===== src/rtl/quad_flash_reader.sv =====
module quad_flash_reader #(
  parameter int         ADDR_W    = 32,
  parameter int         DATA_W    = 32,
  parameter int         LAT_W     = 4,
  parameter logic [7:0] READ_CMD  = 8'h0C,
  parameter logic [7:0] MODE_CONT = 8'hA0,
  parameter logic [7:0] MODE_STOP = 8'h00,
  parameter int         GAP_CYC   = 2
) (
  input  logic              clk,
  input  logic              rst_n,
  input  logic              req,
  input  logic [ADDR_W-1:0] addr,
  input  logic [LAT_W-1:0]  lat_code,
  input  logic              cont_en,
  output logic              ack,
  output logic [DATA_W-1:0] rdata,
  output logic              cs_n,
  output logic              sck,
  output logic [3:0]        io_o,
  output logic              io_oe,
  input  logic [3:0]        io_i
);

  localparam int TX_W     = ADDR_W + 16;
  localparam int OUT_NIB  = TX_W / 4;
  localparam int DATA_NIB = DATA_W / 4;
  localparam int CNT_W    = 8;

  typedef enum logic [2:0] {S_IDLE, S_OUT, S_DUMMY, S_DATA, S_GAP} st_t;

  st_t               st;
  logic              ph;
  logic              armed;
  logic              cont_q;
  logic [LAT_W-1:0]  lat_q;
  logic [CNT_W-1:0]  cnt;
  logic [TX_W-1:0]   tx;
  logic [DATA_W-1:0] sh;
  logic [7:0]        mode_b;

  assign mode_b = cont_en ? MODE_CONT : MODE_STOP;
  assign io_o   = tx[TX_W-1 -: 4];
  assign sck    = ph;

  always_ff @(posedge clk or negedge rst_n) begin
    if (!rst_n) begin
      st     <= S_IDLE;
      ph     <= 1'b0;
      armed  <= 1'b0;
      cont_q <= 1'b0;
      lat_q  <= '0;
      cnt    <= '0;
      tx     <= '0;
      sh     <= '0;
      rdata  <= '0;
      ack    <= 1'b0;
      cs_n   <= 1'b1;
      io_oe  <= 1'b0;
    end else begin
      ack <= 1'b0;
      unique case (st)
        S_IDLE: if (req) begin
          cs_n   <= 1'b0;
          ph     <= 1'b0;
          io_oe  <= 1'b1;
          lat_q  <= lat_code;
          cont_q <= cont_en;
          st     <= S_OUT;
          if (armed) begin
            tx  <= {addr, mode_b, 8'h00};
            cnt <= CNT_W'(OUT_NIB - 3);
          end else begin
            tx  <= {READ_CMD, addr, mode_b};
            cnt <= CNT_W'(OUT_NIB - 1);
          end
        end
        S_OUT: begin
          ph <= ~ph;
          if (ph) begin
            tx <= tx << 4;
            if (cnt == '0) begin
              armed <= cont_q;
              io_oe <= 1'b0;
              if (lat_q != '0) begin
                st  <= S_DUMMY;
                cnt <= CNT_W'(lat_q) - 1'b1;
              end else begin
                st  <= S_DATA;
                cnt <= CNT_W'(DATA_NIB - 1);
              end
            end else begin
              cnt <= cnt - 1'b1;
            end
          end
        end
        S_DUMMY: begin
          ph <= ~ph;
          if (ph) begin
            if (cnt == '0) begin
              st  <= S_DATA;
              cnt <= CNT_W'(DATA_NIB - 1);
            end else begin
              cnt <= cnt - 1'b1;
            end
          end
        end
        S_DATA: begin
          ph <= ~ph;
          if (!ph) begin
            sh <= {sh[DATA_W-5:0], io_i};
          end else if (cnt == '0) begin
            cs_n  <= 1'b1;
            ack   <= 1'b1;
            rdata <= sh;
            st    <= S_GAP;
            cnt   <= CNT_W'(GAP_CYC - 1);
          end else begin
            cnt <= cnt - 1'b1;
          end
        end
        S_GAP: begin
          if (cnt == '0) st <= S_IDLE;
          else cnt <= cnt - 1'b1;
        end
        default: st <= S_IDLE;
      endcase
    end
  end


  oe_inside_select_chk: assert property (@(posedge clk) disable iff (!rst_n)
    io_oe |-> !cs_n);


  sck_alternates_chk: assert property (@(posedge clk) disable iff (!rst_n)
    (!cs_n && sck) |=> !sck);


  ack_single_chk: assert property (@(posedge clk) disable iff (!rst_n)
    ack |=> !ack);


  ack_on_deselect_chk: assert property (@(posedge clk) disable iff (!rst_n)
    $rose(cs_n) |-> (ack && !sck));


  gap_hold_chk: assert property (@(posedge clk) disable iff (!rst_n)
    ack |=> cs_n);

endmodule


===== config.mk =====
export PLATFORM = sky130hd
export DESIGN_NAME = quad_flash_reader
export DESIGN_NICKNAME = d
export VERILOG_FILES = /design/src/rtl/quad_flash_reader.sv
export SDC_FILE = /design/constraint.sdc
export NUM_CORES = 1
export LEC_CHECK = 0
export BUFFER_PORTS_ARGS = -buffer_cell sky130_fd_sc_hd__clkbuf_2
export CAP_MARGIN = 20
export CORE_UTILIZATION = 56
export CTS_CLUSTER_SIZE = 14
export DETAILED_ROUTE_END_ITERATION = 7
export GPL_TIMING_DRIVEN = 1
export PLACE_DENSITY = 0.78
export SETUP_SLACK_MARGIN = 0.2
export SLEW_MARGIN = 5
export SYNTH_ARGS = -nofsm -noshare
export SYNTH_HDL_FRONTEND = slang
export SYNTH_SLANG_ARGS = --single-unit

===== constraint.sdc =====
create_clock -name clk -period 2.8 [get_ports clk]
set_input_delay 0.14 -clock clk [delete_from_list [all_inputs] [get_ports clk]]
set_output_delay 0.14 -clock clk [all_outputs]
set_load 0.03 [all_outputs]

## Word-level counts from Yosys, hierarchy flattened

Cells that the tools add are included.

| cells by class | value |
|---|---|
| $add $sub $neg | 2 |
| $mul | 0 |
| div/mod/pow operators | 0 |
| $lt $le $gt $ge | 0 |
| eq/ne operators | 13 |
| shift-type cells | 0 |
| multiplexer cells | 38 |
| bitwise logic cells | 1 |
| reduce and logical (&&, ||, !) cells | 18 |

Operators with widths:

| kind | count |
|---|---|
| $mux 48 | 3 |
| $pmux 48 s2 | 1 |
| $mux 8 | 10 |
| $pmux 8 s5 | 1 |
| $mux 3 | 8 |
| $ne 2x2->1 const B | 9 |
| $pmux 3 s5 | 1 |
| $mux 1 | 10 |
| $reduce_and 3->1 | 3 |
| $logic_not 8->1 | 1 |
| $reduce_and 4->1 | 2 |
| $reduce_and 8->1 | 1 |
| $sub 8x1->8 const B | 1 |
| $eq 3x2->1 const B | 2 |
| $pmux 1 s2 | 3 |
| $reduce_and 2->1 | 3 |
| $reduce_and 6->1 | 1 |
| $reduce_bool 2->1 | 3 |
| $reduce_bool 5->1 | 1 |
| $sub 4x1->5 const B | 1 |
| $reduce_bool 4->1 | 1 |
| $eq 3x1->1 const B | 1 |
| $eq 3x3->1 const B | 1 |
| $logic_not 3->1 | 1 |
| other kinds (3) | 3 |

| word-level totals | value |
|---|---|
| flip-flop bits (word level) | 133 |
| bits in latches | 0 |
| RAM bits | 0 |
| bits in read-only memories | 0 |
| output and inout bits | 40 |
| word-level logic and storage cells | 84 |
| memories kept | 0 |

## Logic depth before layout (Yosys ltp)

| depth | value |
|---|---|
| depth in word-level cells | 5 |
| gate-level depth with buffers | 8 |
| depth with buffers taken out | 7 |

## Worst setup path after synthesis

OpenSTA, ideal clock, no wires.

| timing path | value |
|---|---|
| kind | register to register |
| from | register cnt[0] |
| to | register rdata[2] |
| library setup time | 0.125 ns |
| arrival | 1.919 ns |
| data required time | 2.675 ns |
| slack | 0.757 ns |
| stages on the path, launching flop included | 8 |
| path buffers | 1 |
| path through | dfrtp_1 > inv_1 > ha_1 > nor4b_4 > nand2_2 > nor3_4 > buf_6 > mux2_2 |

| between the ends | value |
|---|---|
| word-level cells in the longest chain between the ends | 2 |

Ends and longest elaborated chain:

| element | line | source |
|---|---|---|
| from (decl) | 37 | `logic [CNT_W-1:0] cnt;` |
| from (signal assigned) | 72 | `cnt <= CNT_W'(OUT_NIB - 3);` |
| from (signal assigned) | 75 | `cnt <= CNT_W'(OUT_NIB - 1);` |
| from (signal assigned) | 87 | `cnt <= CNT_W'(lat_q) - 1'b1;` |
| $logic_not 8->1 | 112 | `end else if (cnt == '0) begin` |
| $reduce_and 3->1 (no source line) | -- |  |
| to (signal assigned) | 115 | `rdata <= sh;` |
| to (decl) | 17 | `output logic [DATA_W-1:0] rdata,` |

No other way between the ends.
A chain may end at the register's enable or synchronous reset.

## Worst setup path after layout

| timing path | value |
|---|---|
| from | register cnt[0] |
| to | register rdata[6] |

The elaborated chain is that of the path after synthesis.

==> results_dict.tcl <==
set metrics [dict create \
    outcome "finished clean" \
    leakagePower_nw 3.40 \
    use_met3_pct 6.14 \
    chipHeight_um 104 \
    max_clock_freq_mhz 454 \
    critPathMaxStageDelay_ns 0.45 \
    route.final.wire_length_um 12700 \
    cts_htree_levels 4 \
    global_route.usage.met2_pct 41.0 \
    crit_chain "inv_1 -> ha_1 -> nor4b_4 -> nand2_2 -> nor3_4 -> buf_12 -> mux2_2" \
    reg2reg_slack_ns 0.60 \
    critPathCaptureType "flop" \
    syn_inst 528 \
    synthFlopType "sky130_fd_sc_hd__dfrtp_1" \
    synth_edf_count 0 \
    initial_antenna_violation_count 0 \
    critical-path-slowest-cell "sky130_fd_sc_hd__dfrtp_1" \
    final_min_period_over_clock_period_pct 78.6 \
    crit-reg2reg-launch "cnt[0]$_DFFE_PN0P_" \
    rsz0062_at_grt "no" \
    clkTransAtPathRegs_ns 0.06 \
    detailedRoute.firstPassIterationCount 5 \
    clk_root_buffer_cell "sky130_fd_sc_hd__clkbuf_8" \
    synth.avg_cell_area_um2 11.0 \
    path_class "reg2reg" \
    synth.most_common_cell "sky130_fd_sc_hd__dfrtp_1" \
    finalSetupViolations 0 \
    syn_nets 575 \
    synth_top_area_share_pct 53.7 \
    tns_ns 0 \
    postLayoutCellArea_um2 7100 \
    crit_path_start_kind "flop" \
    final.fill_count 727 \
    required_ns 3.19 \
    multi_input_area_um2 2460 \
    global_route_wire_length_before_repair_um 21000 \
    top_level_ports 84 \
    floorplan.rows 36 \
    crit_start "cnt[0]$_DFFE_PN0P_" \
    synth-async-reset-ratio_pct 100 \
    netlist_top_cells_count "sky130_fd_sc_hd__dfrtp_1, sky130_fd_sc_hd__mux2_2, sky130_fd_sc_hd__nand2_1, sky130_fd_sc_hd__o21ai_0, sky130_fd_sc_hd__nor2_1" \
    antennaDiodeCount 0 \
    cts_sinks 126 \
    route.vias.total 4233 \
    top_cell_type_by_total_area_after_synthesis "sky130_fd_sc_hd__dfrtp_1" \
    total_setup_buffers_inserted_after_cts 0 \
    post_synth_instance_area_um2 5830 \
    grt_start_max_net_pins 69 \
    crit-reg2reg-capture "rdata[6]$_DFFE_PN0P_" \
    area.sequential_um2 3150 \
    drc_errors 0 \
    gp_congestion 0.843 \
    peakVddDrop_mv 0.786 \
    drive_gt1_share_pct 32.2 \
    synth-seq-area-share_pct 54.1 \
    critPathMaxFanout 35 \
    ys_seq_elements 126 \
    flow.area_growth_from_synthesis_pct 21.7 \
    final_hold_fails 0 \
    layout_min_cycle_time_ns 2.20 \
    clock_path_buffers 2 \
    initial_core_util_pct 58.8 \
    yosysWarnings 0 \
    ratio_of_total_power_to_cell_area_nw_per_um2 1170 \
    postCtsResizedCells 0 \
    clk_latency_ns 0.51 \
    core-area_um2 9910 \
    timing.slew.headroom_pct 45.5 \
    tritoncts "built" \
    die_width_um 104 \
    synth.lib_cells_used.distinct 50 \
    preCtsSetupSlack_ns 0.646 \
    drtIter0Drc 263 \
    cts_made_buffers 17 \
    nNetsFinal 659 \
    dpl_cell_area_um2 6330 \
    first_global_vias 4223 \
    finalMaxSlewViolations 0 \
    skew_ns 0.00718 \
    track_usage_pct 24.7 \
    route.antenna.remaining_nets 0 \
    worstSetupEndpoint "rdata[6]$_DFFE_PN0P_" \
    dp_hpwl_um 7960 \
    grt_util_met1_pct 31.4 \
    overflow 0 \
    worstPathArrival_ns 2.59 \
    post_route_worst_hold_slack_ns 0.0182 \
    yosys-top-cells-area "sky130_fd_sc_hd__dfrtp_1, sky130_fd_sc_hd__mux2_2, sky130_fd_sc_hd__mux2i_1" \
    min-delay-path-class "in2reg" \
    die_area_um2 10800 \
    cap_viol_max_count 0 \
    grt-busiest-layer "met2" \
    numPortBuffers 83 \
    worst_r2r_path_depth 7 \
    drt-vias-per-instance 5.58 \
    fin_ws_ns 0.599 \
    route.detailed.wl_per_inst_um 16.7 \
    tightestPinTransition_ns 0.815 \
]
-- per-layer routing --
layer | vias to the layer above | share of wire [%] | routed length, um
li1 | 2009 | - | -
met1 | 2089 | 44 | 5550
met2 | 114 | 50 | 6380
met3 | 21 | 4.6 | 579
met4 | 0 | 1.4 | 184
met5 | - | 0 | 0
-- worst min-delay path by stage --
stage / start / endpoint / slack [ns] / cells past startpoint
6_report: addr[3] / tx[11]$_DFFE_PN0P_ / 0.02 / 3
2_1_floorplan: rst_n / ack$_DFF_PN0_ / -0.16 / 0
4_1_cts: addr[3] / tx[11]$_DFFE_PN0P_ / 0.006 / 3
5_1_grt: addr[30] / tx[46]$_DFFE_PN0P_ / 0.05 / 4
3_3_place_gp: rst_n / lat_q[1]$_DFFE_PN0P_ / 0.14 / 1
3_5_place_dp: rst_n / lat_q[2]$_DFFE_PN0P_ / 0.15 / 1
-- worst max-delay path: cells and delay by family, from the launching register on --
kind / cells / cell delay (ns)
simple gates: 3 / 0.73
fa+ha+maj: 1 / 0.15
buf+inv: 2 / 0.37
flops: 1 / 0.45
mux: 1 / 0.37
-- area by class of cell --
cell class,instances,share of cell area (%)
Tap cell,133,2.34
Inverter,6,0.317
Sequential cell,126,44.4
Timing Repair Buffer,104,9.24
Clock buffer,19,6.08
Multi-Input combinational cell,357,34.6
Clock inverter,13,2.96
-- placed cells by master, fill, tap and decap left out, drive strengths merged, types with 3 or more instances in the layout --
| cell type | instances |
|---|---|
| nor2b | 4 |
| inv | 9 |
| o21ai | 56 |
| buf | 10 |
| bufinv | 5 |
| ha | 3 |
| dlygate4sd3 | 12 |
| mux2i | 28 |
| nor3b | 3 |
| xor2 | 6 |
| o31ai | 4 |
| nand3 | 6 |
| mux2 | 70 |
| and3 | 6 |
| nor2 | 44 |
| dfrtp | 125 |
| clkbuf | 101 |
| nand2 | 53 |
| a21oi | 42 |
| clkinv | 3 |
| nor3 | 4 |
-- flip-flops by register name, summed over array words and instances, names as in the netlist --
signal  cells
lat_q       4
cont_q      1
rdata      32
ack         1
io_oe       1
sh         32
cs_n        1
sck         1
armed       1
tx         41
cnt         8
st          3
-- report_power, final --
part / internal [mW] / switching (mW) / total (mW)
Combinational: 1.20 / 1.70 / 2.90
Clock: 1.57 / 0.814 / 2.38
Sequential: 2.51 / 0.532 / 3.05
Total: 5.28 / 3.04 / 8.32
-- logic make-up after synthesis --
kind of cell | Yosys count | synth area share (%)
xor+xnor | 7 | 1.05
fa+ha+maj | 3 | 0.644
buf+inv | 45 | 3.93
compound gates | 116 | 11.2
simple gates | 133 | 10.7
flops | 126 | 54.1
mux | 98 | 18.3
-- stage by stage --
stage	util, %	total power [mW]	std cells
after floorplan	-	5.17	528
after CTS	71.6	8.36	758
final	71.6	8.32	758
after global placement	63.9	5.74	714
after detailed placement	63.9	5.89	714
after global routing	71.6	8.81	758
-- timing repair --
| item | CTS | global route |
|---|---|---|
| hold buffers | 12 | 0 |
| endpoints found under the setup margin | 0 | 0 |
| hold endpoints to repair | 49 | 0 |
Note: power is estimated with default switching activity, not from simulation.
